File: config.mk
export PLATFORM = sky130hd
export DESIGN_NAME = rxm_cell_rx_master
export DESIGN_NICKNAME = d
export VERILOG_FILES = /design/src/rtl/rxm_pkg.sv /design/src/rtl/rxm_rr_arb.sv /design/src/rtl/rxm_capture.sv /design/src/rtl/rxm_cell_rx_master.sv
export SDC_FILE = /design/constraint.sdc
export NUM_CORES = 1
export LEC_CHECK = 0
export BUFFER_PORTS_ARGS = -buffer_cell sky130_fd_sc_hd__buf_2
export CELL_PAD_IN_SITES_DETAIL_PLACEMENT = 1
export CELL_PAD_IN_SITES_GLOBAL_PLACEMENT = 2
export CORE_MARGIN = 2
export CORE_UTILIZATION = 30
export CTS_BUF_LIST = sky130_fd_sc_hd__clkbuf_4 sky130_fd_sc_hd__clkbuf_8 sky130_fd_sc_hd__clkbuf_16
export DETAILED_ROUTE_END_ITERATION = 16
export PLACE_DENSITY_LB_ADDON = 0.25
export SYNTH_ARGS = -nofsm -noshare
export SYNTH_HDL_FRONTEND = slang
export SYNTH_SLANG_ARGS = --single-unit
File: constraint.sdc
create_clock -name clk -period 2.6 [get_ports clk]
set_input_delay 0.13 -clock clk [delete_from_list [all_inputs] [get_ports clk]]
set_output_delay 0.13 -clock clk [all_outputs]
set_load 0.01 [all_outputs]
File: src/rtl/rxm_pkg.sv
package rxm_pkg;
   typedef enum logic [1:0] {
      ST_IDLE = 2'd0,
      ST_ADDR = 2'd1,
      ST_XFER = 2'd2
   } rxm_state_e;
endpackage

File: src/rtl/rxm_rr_arb.sv
module rxm_rr_arb #(
   parameter int N  = 4,
   localparam int PW = $clog2(N)
) (
   input  logic          clk,
   input  logic          rst_n,
   input  logic [N-1:0]  req,
   input  logic [PW-1:0] last,
   output logic [PW-1:0] gnt,
   output logic          any
);
   always_comb begin
      gnt = last;
      any = 1'b0;
      for (int k = 1; k <= N; k++) begin
         if (!any && req[(int'(last) + k) % N]) begin
            gnt = PW'((int'(last) + k) % N);
            any = 1'b1;
         end
      end
   end


   grant_on_request_chk: assert property (@(posedge clk) disable iff (!rst_n)
      any |-> req[gnt]);
endmodule

File: src/rtl/rxm_capture.sv
module rxm_capture #(
   parameter int DW   = 8,
   parameter int N    = 4,
   parameter int CELL = 52,
   localparam int PW  = $clog2(N),
   localparam int BW  = $clog2(CELL)
) (
   input  logic          clk,
   input  logic          rst_n,
   input  logic          take,
   input  logic [PW-1:0] take_port,
   input  logic [DW-1:0] rx_data,
   input  logic          rx_soc,
   output logic          out_valid,
   output logic [DW-1:0] out_data,
   output logic          out_first,
   output logic          out_last,
   output logic [PW-1:0] out_port,
   output logic          soc_err
);
   localparam logic [BW-1:0] LAST_IDX = BW'(CELL - 1);

   logic [BW-1:0] bidx;
   logic          hunt;
   logic          emit;

   assign emit = take && ((bidx != '0) || rx_soc);

   always_ff @(posedge clk or negedge rst_n) begin
      if (!rst_n) begin
         bidx      <= '0;
         hunt      <= 1'b0;
         out_valid <= 1'b0;
         out_data  <= '0;
         out_first <= 1'b0;
         out_last  <= 1'b0;
         out_port  <= '0;
         soc_err   <= 1'b0;
      end else begin
         out_valid <= emit;
         soc_err   <= 1'b0;
         if (emit) begin
            out_data  <= rx_data;
            out_first <= (bidx == '0);
            out_last  <= (bidx == LAST_IDX);
            out_port  <= take_port;
            bidx      <= (bidx == LAST_IDX) ? '0 : bidx + 1'b1;
            hunt      <= 1'b0;
         end else if (take && !hunt) begin
            soc_err <= 1'b1;
            hunt    <= 1'b1;
         end
      end
   end


   err_single_pulse_chk: assert property (@(posedge clk) disable iff (!rst_n)
      soc_err |=> !soc_err);

   last_then_boundary_chk: assert property (@(posedge clk) disable iff (!rst_n)
      (out_valid && out_last) |=> (!out_valid || out_first));

   cell_contiguous_chk: assert property (@(posedge clk) disable iff (!rst_n)
      (out_valid && !out_first) |-> $past(out_valid));
endmodule

File: src/rtl/rxm_cell_rx_master.sv
module rxm_cell_rx_master
   import rxm_pkg::*;
#(
   parameter int NPORTS = 4,
   parameter int DW     = 8,
   parameter int CELL   = 52,
   localparam int PW    = $clog2(NPORTS),
   localparam int CW    = $clog2(CELL + 1)
) (
   input  logic              clk,
   input  logic              rst_n,
   input  logic [NPORTS-1:0] cell_avail,
   output logic [PW-1:0]     port_addr,
   output logic              enable_n,
   input  logic [DW-1:0]     rx_data,
   input  logic              rx_soc,
   input  logic              out_ready,
   output logic              out_valid,
   output logic [DW-1:0]     out_data,
   output logic              out_first,
   output logic              out_last,
   output logic [PW-1:0]     out_port,
   output logic              soc_err
);
   generate
      if (NPORTS < 2) begin : g_bad_ports
         $error("NPORTS must be at least 2");
      end
      if (CELL < 2) begin : g_bad_cell
         $error("CELL must be at least 2");
      end
   endgenerate

   localparam logic [CW-1:0] CELL_CNT = CW'(CELL);

   rxm_state_e        state;
   logic [PW-1:0]     cur;
   logic [CW-1:0]     ecnt;
   logic [NPORTS-1:0] req;
   logic [PW-1:0]     gnt;
   logic              any;
   logic              take;
   logic [PW-1:0]     take_port;

   always_comb begin
      req = cell_avail;
      if (state != ST_IDLE) req[cur] = 1'b0;
   end

   rxm_rr_arb #(.N(NPORTS)) u_arb (
      .clk  (clk),
      .rst_n(rst_n),
      .req  (req),
      .last (cur),
      .gnt  (gnt),
      .any  (any)
   );

   always_ff @(posedge clk or negedge rst_n) begin
      if (!rst_n) begin
         state    <= ST_IDLE;
         cur      <= PW'(NPORTS - 1);
         ecnt     <= '0;
         enable_n <= 1'b1;
      end else begin
         case (state)
            ST_IDLE: begin
               if (any && out_ready) begin
                  cur   <= gnt;
                  state <= ST_ADDR;
               end
            end
            ST_ADDR: begin
               enable_n <= 1'b0;
               ecnt     <= CW'(1);
               state    <= ST_XFER;
            end
            default: begin
               if (ecnt != CELL_CNT) begin
                  ecnt <= ecnt + 1'b1;
               end else if (!out_ready) begin
                  enable_n <= 1'b1;
                  state    <= ST_IDLE;
               end else if (any) begin
                  cur      <= gnt;
                  enable_n <= 1'b1;
                  state    <= ST_ADDR;
               end else if (cell_avail[cur]) begin
                  ecnt <= CW'(1);
               end else begin
                  enable_n <= 1'b1;
                  state    <= ST_IDLE;
               end
            end
         endcase
      end
   end

   assign port_addr = cur;

   always_ff @(posedge clk or negedge rst_n) begin
      if (!rst_n) begin
         take      <= 1'b0;
         take_port <= '0;
      end else begin
         take      <= !enable_n;
         take_port <= cur;
      end
   end

   rxm_capture #(.DW(DW), .N(NPORTS), .CELL(CELL)) u_cap (
      .clk      (clk),
      .rst_n    (rst_n),
      .take     (take),
      .take_port(take_port),
      .rx_data  (rx_data),
      .rx_soc   (rx_soc),
      .out_valid(out_valid),
      .out_data (out_data),
      .out_first(out_first),
      .out_last (out_last),
      .out_port (out_port),
      .soc_err  (soc_err)
   );


   addr_moves_disabled_chk: assert property (@(posedge clk) disable iff (!rst_n)
      !$stable(port_addr) |-> enable_n);

   enable_fall_addr_stable_chk: assert property (@(posedge clk) disable iff (!rst_n)
      $fell(enable_n) |-> $stable(port_addr));
endmodule

==> reports/summary.md, run 1 <==
The maximum root-to-sink buffer count was 2; the initial core utilization was 30.47%. In the synthesized netlist the dominant register cell turns out to be sky130_fd_sc_hd__dfrtp_1. The run gives 6241 um2 as the area inside the core boundary. The first global-routing pass estimated 7721 um of wire.

After the first detailed-routing iteration, the DRC count stood at 42. The Yosys step of the flow raised 0 warnings. The detailed-route via count was 1590. The number of global-route vias before repair came out at 1623.

After legalization and detailed placement, the total HPWL measured 3125 um. The slew at the pin closest to its max-slew limit is 818.3 ps, and the total setup violations reported at the end of the flow is 0. The clock reaches the later pin of the worst-skew pair after 280 ps.

The floorplan step set the die height to 83.62 um. The data arrival time of the worst path is 2560 ps, and the number of clock sinks is 35. Walking the worst path, the cells encountered are inv_1 -> ha_1 -> o21ai_1 -> nand2_1 -> mux4_2 -> o311ai_2 -> a21oi_1 -> xnor2_1.

The most repeated cell in the gate-level netlist after synthesis was sky130_fd_sc_hd__nand2_1. The tools report the highest attainable clock frequency as 427.9 MHz. Of the cells placed in the final design, the portion with a size suffix greater than 1 is 23.05%.

STA classifies the critical path endpoint as a flop. Sum of negative setup slack: 0 ps. Post-route DRC violation count: 0. In this run, post-CTS repair resized a total of 0 instances. The run gives 13.48% as the aggregate global-route resource usage.

The run gives 4.170 ps as the final setup skew. Share of the clock period used by the worst path after layout: 89.88%. Critical-path cell with the highest stage delay: sky130_fd_sc_hd__dfstp_2.

Clock period minus final worst setup slack: 2337 ps. After synthesis, the cell types taking the most area are sky130_fd_sc_hd__dfrtp_1, sky130_fd_sc_hd__nand2_1, sky130_fd_sc_hd__ha_1. In this run the power density over the cells is 1127 nW/um2. The average vias per placed instance is 4.969.

The routed wire length was 4412 um; the cell count after synthesis was 208. The clock root buffer is sky130_fd_sc_hd__clkbuf_8. STA classifies the critical path startpoint as a flop.

The number of standard-cell rows in the floorplan is 29, and the floorplan die area is 6992 um2. 33 I/O pins were placed. IR analysis of the VDD net gives a maximum drop of 0.4231 mV.

0 antenna diodes ended up in the layout. Relative to the synthesized area, the layout overhead comes to 17.70%. Entering global routing, the biggest net connects 36 pins. The synthesized netlist occupies a cell area of 1902 um2. The number of nets in the synthesized netlist is 232. The congestion estimate from routability-driven global placement came to 0.8073.

The number of endpoints with negative hold slack in the final report is 0. TritonCTS built the clock tree. After synthesis, flip-flops and latches occupy 46.25% of the total area. The completed layout was analyzed and its total power is 2523 uW. After synthesis, the largest area contributor takes up 42.11% of total cell area. sky130_fd_sc_hd__dfrtp_1 takes more of the synthesized area than any other cell. The proportion of register bits with asynchronous set or reset after synthesis works out to 100.0%. For the number of buffers created by CTS, the log shows 5. The flow ran to the end, and the final reports show no timing, DRC or antenna violations.

The clock slew at the register clock pins of the worst setup and hold paths came out at 70 ps. The leakage power total was 0.001076 uW; the maximum fanout along the worst path was 13. Type of the worst min-delay path: in2reg. The overall overflow remaining after global route is 0, and the count of state elements after synthesis is 35. The number of slew-limit violations in the final report is 0. The normalized max-slew margin is 45.45%. The H-tree level count was 2. In the final routed layout, each cell accounts on average for 13.79 um. Across the run, the number of max-cap violations was 0. The type of the worst setup path was reg2reg. The largest single stage delay on the critical path is 680 ps. In this run the horizontal extent of the chip is 83.62 um. The synthesized design contains 0 enable-type register cells. After synthesis, the most frequently instantiated cells are sky130_fd_sc_hd__nand2_1, sky130_fd_sc_hd__dfrtp_1, sky130_fd_sc_hd__o21ai_1. Counting distinct cell types in the post-synthesis netlist gives 42.

Once the clock tree was built, the setup fixing pass inserted 0 buffers. The count of buffers added on input and output ports is 32. Setup repair after global routing left no endpoint under its margin.

The run gives 4 as the first-pass detailed-route iteration total. Each instance of the synthesized netlist takes up on average 9.143 um2. The antenna violation net count after detailed routing came out at 0. Data on the critical path is required at its endpoint by 2820 ps.

Number of antenna violations at the first check in global routing: 0. The final layout contains 266 nets.
## flip-flops by register name (all words and copies together), names as in the netlist
name	count
take	1
u_cap.out_port	2
u_cap.out_valid	1
ecnt	6
u_cap.out_last	1
u_cap.soc_err	1
state	2
enable_n	1
u_cap.out_data	8
u_cap.bidx	6
u_cap.out_first	1
u_cap.hunt	1
take_port	2
port_addr	2
## layer usage
layer / global-route usage [%] / vias to the layer above / wire, um
li1: - / 793 / -
met1: 17.57 / 758 / 2072
met2: 21.53 / 29 / 2066
met3: 3.363 / 10 / 182
met4: 5.279 / 0 / 90
met5: 0 / - / 0
## worst paths after layout
| path | slack, ps | startpoint | endpoint | cells past startpoint |
|---|---|---|---|---|
| max reg2reg | 260 | port_addr[1] | port_addr[0] | 8 |
| min in group asynchronous | 470 | rst_n | u_cap.bidx[2] | 2 |
| max | 260 | port_addr[1] | port_addr[0] | 8 |
| max in group asynchronous | 1610 | rst_n | state[1] | 2 |
| min reg2reg | 430 | u_cap.hunt | u_cap.soc_err | 1 |
| min | 30 | rx_data[1] | u_cap.out_data[1] | 3 |
## repair_timing
item,CTS,global route
hold buffers,1,0
endpoints found under the setup margin,0,0
endpoints found under the hold margin,32,0
## layout by cell type, fill, tap and decap left out, types with 2 or more instances in the layout
cell type                  count
sky130_fd_sc_hd__nand2_1      48
sky130_fd_sc_hd__dfrtp_1      32
sky130_fd_sc_hd__buf_2        32
sky130_fd_sc_hd__o21ai_1      18
sky130_fd_sc_hd__inv_1        10
sky130_fd_sc_hd__nand3_1       9
sky130_fd_sc_hd__ha_1          8
sky130_fd_sc_hd__nor2_1        7
sky130_fd_sc_hd__o21ai_0       6
sky130_fd_sc_hd__a21oi_1       6
sky130_fd_sc_hd__clkbuf_8      6
sky130_fd_sc_hd__nor3_1        5
sky130_fd_sc_hd__buf_4         4
sky130_fd_sc_hd__inv_2         3
sky130_fd_sc_hd__and2_1        3
sky130_fd_sc_hd__nand2b_1      3
sky130_fd_sc_hd__mux2i_1       3
sky130_fd_sc_hd__or3_1         3
sky130_fd_sc_hd__a41oi_1       3
sky130_fd_sc_hd__dfstp_2       3
sky130_fd_sc_hd__mux4_2        2
sky130_fd_sc_hd__o22ai_1       2
sky130_fd_sc_hd__mux2_2        2
sky130_fd_sc_hd__a22o_1        2
sky130_fd_sc_hd__mux2_1        2
sky130_fd_sc_hd__o211ai_1      2
## cell type report
class | instances | area (um2)
Clock buffer | 7 | 90.09
Clock inverter | 1 | 5.005
Fill cell | 755 | 4003
Inverter | 13 | 48.80
Multi-Input combinational cell | 150 | 918.4
Sequential cell | 35 | 879.6
Tap cell | 77 | 96.34
Timing Repair Buffer | 37 | 200.2
## where the power goes
group          switching, uW  internal [uW]
Clock                    205            224
Combinational            601            475
Sequential               235            783
Total                   1040           1480
## cells by family after synthesis
group           after synthesis  synth area share [%]
compound gates               47                 15.72
simple gates                 85                 20.53
buf+inv                      23                 5.461
flops                        35                 46.25
xor+xnor                      1                0.4606
mux                           9                 6.316
fa+ha+maj                     8                 5.263
## worst max-delay path: cells and delay by family (launching register included)
kind,cells,cell delay [ps]
buffers and inverters,1,140
AOI/OAI and AO/OA,3,510
muxes,1,490
and+or+nand+nor,1,110
adders and majority gates,1,200
DFF,1,680
xor gates and xnor gates,1,150
## stage by stage
step | area, um2 | hold slack, ps | instances | setup slack [ps] | util (%)
after floorplan | 1902 | -165.6 | 208 | 388.9 | -
after detailed placement | 2133 | 287.4 | 311 | 298.9 | 34.18
after global routing | 2238 | 25.70 | 320 | 75.01 | 35.87
after CTS | 2238 | 21.87 | 320 | 271.7 | 35.87
after global placement | 2133 | 288.0 | 311 | 321.8 | 34.18
final | 2238 | 30.46 | 320 | 263.1 | 35.87
Power figures use the tool's default switching activity.
==> run 2, diff against run 1 <==
==> constraint.sdc (replaced) <==
create_clock -name clk -period 2.6 [get_ports clk]
set_input_delay 0.13 -clock clk [delete_from_list [all_inputs] [get_ports clk]]
set_output_delay 0.13 -clock clk [all_outputs]
set_load 0.1 [all_outputs]
==> reports/summary.md, run 2 (synthesis gave the netlist of run 1 again) <==
The flow ran to the end, and the final reports show no timing, DRC or antenna violations. The average vias per placed instance works out to 4.991 (+0.44%). The worst hold slack is 31.47 ps (+1.008 ps), and the antenna violation net count after detailed routing is 0 (unchanged).

The number of antenna violations at the first check in global routing is 0 (unchanged), and the share of the clock period used by the worst path after layout is 89.53% (-0.35 points). Layout net count: 266 (unchanged). The number of flip-flops in the largest register is 8 (unchanged), and the largest stage delay on the critical path is 680 ps (about the same). Weighted congestion reported at the end of routability-driven placement: 0.8279 (+2.6%). The number of clock sinks was 35 (unchanged); the first-pass GRT wire length was 8052 um (+4.3%). Ranked by flip-flop count, first place goes to u_cap.out_data. For the overall overflow remaining after global route, the log shows 0 (unchanged). The HPWL after detailed placement was 3302 um (+5.6%). The tools report the initial core utilization as 30.47% (unchanged). The first-pass detailed-route iteration total is 4 (unchanged), and the number of buffers and inverters on the critical path is 0 (-1).

Most common library cell in the layout ignoring fill and taps: sky130_fd_sc_hd__nand2_1. STA classifies the critical path endpoint as a flop. The logs give 0 (unchanged) for the total setup violations reported at the end of the flow and 0 (unchanged) for the count of inserted antenna diode cells. The clock period minus final worst setup slack is 2328 ps (-9.114 ps), and the data arrival time of the worst path is 2540 ps (-20 ps). The number of slew-limit violations in the final report was 0 (unchanged). The number of standard-cell rows in the floorplan came out at 29 (unchanged). The kind of cell with the highest combined delay along the critical path is simple AND/OR/NAND/NOR gates. Post-route DRC violation count: 0 (unchanged). Final-layout fill cell count: 764 (+1.2%). The slowest stage of the critical path is the sky130_fd_sc_hd__dfstp_2 cell. Clock slew at the register clock pins of the worst setup and hold paths: 70 ps (about the same). The critical path goes through ha_1 -> o21ai_1 -> and2_1 -> or3_1 -> and2_1 -> o2111ai_1 -> mux2_1. The final cell count without fillers was 320 (unchanged); the area inside the core boundary was 6241 um2 (unchanged).

The largest registers in the layout are u_cap.out_data: 8 flops, ecnt: 6 flops, u_cap.bidx: 6 flops. The tools report the number of buffers created by CTS as 5 (unchanged). For the H-tree level count, the log shows 2 (unchanged). The worst setup path is of the reg2reg kind. The type of the worst min-delay path was in2reg. The worst setup path is launched from a flop.

The maximum root-to-sink buffer count was 2 (unchanged); the largest net degree at the start of global routing was 36 (unchanged). The tools report the number of endpoints with negative hold slack in the final report as 0 (unchanged). Relative to the synthesized area, the layout overhead comes to 20.07%. The final standard cell area without fillers came out at 2283 um2 (+2.0%). The total cell area at the placement stage is 2137 um2 (+0.18%). The die outline height was 83.62 um (unchanged); the normalized max-slew margin was 46.54% (+1.1 points).

The logs give 1592 (-1.9%) for the number of global-route vias before repair and 0 ps (unchanged) for the sum of negative setup slack. The floorplan die area was 6992 um2 (unchanged); the overall die width was 83.62 um (unchanged). The initial detailed-routing violation count was 33 (-21%). The maximum fanout along the worst path works out to 12 (-1). The proportion of layout cells with a drive suffix above 1 is 23.05% (unchanged). The routed length per placed instance is 14.07 um (+2.0%). The number of max-cap violations is 0 (unchanged), and the routed wire length is 4502 um (+2.0%).

For the final setup skew, the log shows 7.018 ps (+2.849 ps). Leaving out fill and tap cells, the most frequent cells in the layout are sky130_fd_sc_hd__nand2_1, sky130_fd_sc_hd__dfrtp_1, sky130_fd_sc_hd__buf_2. The detailed-route via count is 1597 (+0.44%). The area taken by multi-input logic gates came out at 918.4 um2 (unchanged). The run gives 429.6 MHz (+0.39%) as the highest attainable clock frequency.

The port buffer count was 32 (unchanged). The data required time at the worst endpoint came out at 2810 ps (about the same). In this run the clock root is driven by a sky130_fd_sc_hd__clkbuf_8. The clock latency at the later pin of the worst-skew pair is 280 ps (about the same), and the count of boundary I/O pins is 33 (unchanged). The aggregate global-route resource usage came out at 14.16% (+0.68 points). Library cell appearing most often on the critical path: sky130_fd_sc_hd__and2_1. TritonCTS built the clock tree. The area taken by flip-flops and latches is 883.3 um2 (+0.43%).

Setup repair after global routing left no endpoint under its margin. The run gives 311 (unchanged) as the cell count after placement. The slew at the pin closest to its max-slew limit is 801.9 ps (-16.35 ps).
==> run 2: cell count changes in the layout (fill, tap and decap cells not counted) <==
cell	before	now
sky130_fd_sc_hd__dfstp_2	3	2
sky130_fd_sc_hd__bufinv_16	0	2
sky130_fd_sc_hd__dfstp_4	0	1
sky130_fd_sc_hd__clkbuf_8	6	5
sky130_fd_sc_hd__clkinv_2	1	0
==> run 2: worst paths after layout <==
check	cells past startpoint	slack (ps)	endpoint	startpoint
worst max-delay path	7	270	port_addr[1]	port_addr[0]
worst min-delay path	3	30	u_cap.out_data[0]	rx_data[0]
worst max register to register	7	270	port_addr[1]	port_addr[0]
worst min register to register	2	440	u_cap.out_port[0]	take_port[0]
max in group asynchronous	2	1630	u_cap.out_data[6]	rst_n
min in group asynchronous	2	470	u_cap.soc_err	rst_n
==> run 2: cell type report <==
cell class                 count  share of cell area, %
inverter                      13                  2.137
multi-input combinational    150                  40.22
tap                           77                  4.219
clock inverter                 2                  2.630
sequential                    35                  38.68
timing repair buffer          37                  8.767
clock buffer                   6                  3.342
==> run 2: worst reg2reg max path: stages, from the launching register on <==
cell,delay (ps)
sky130_fd_sc_hd__dfstp_2,680
sky130_fd_sc_hd__ha_1,190
sky130_fd_sc_hd__o21ai_1,110
sky130_fd_sc_hd__and2_1,230
sky130_fd_sc_hd__or3_1,400
sky130_fd_sc_hd__and2_1,210
sky130_fd_sc_hd__o2111ai_1,110
sky130_fd_sc_hd__mux2_1,340
==> run 2: metal layers <==
metal  GRT usage (%)  share of wire, %  vias up
met2           23.56                49       25
met3           4.055               3.5        4
li1                -                 -      791
met1           17.98                46      777
met5               0                 0        -
met4           3.959              0.98        0
==> run 2: per-stage QoR <==
stage,util (%),setup WS (ps)
after floorplan,-,5.546
after global placement,34.24,305.6
after detailed placement,34.24,285.2
after CTS,36.59,263.6
after global routing,36.59,124.1
final,36.59,272.2
==> run 2: repair_timing <==
item                      in CTS  in global routing
setup buffers                  0                  0
hold buffers                   1                  0
gates resized for setup        0                  0
hold endpoints to repair      32                  0
Power of run 2 is left out: the tool's default activity adds up to more than one toggle a clock period on the data nets, which glitch-free logic cannot reach.
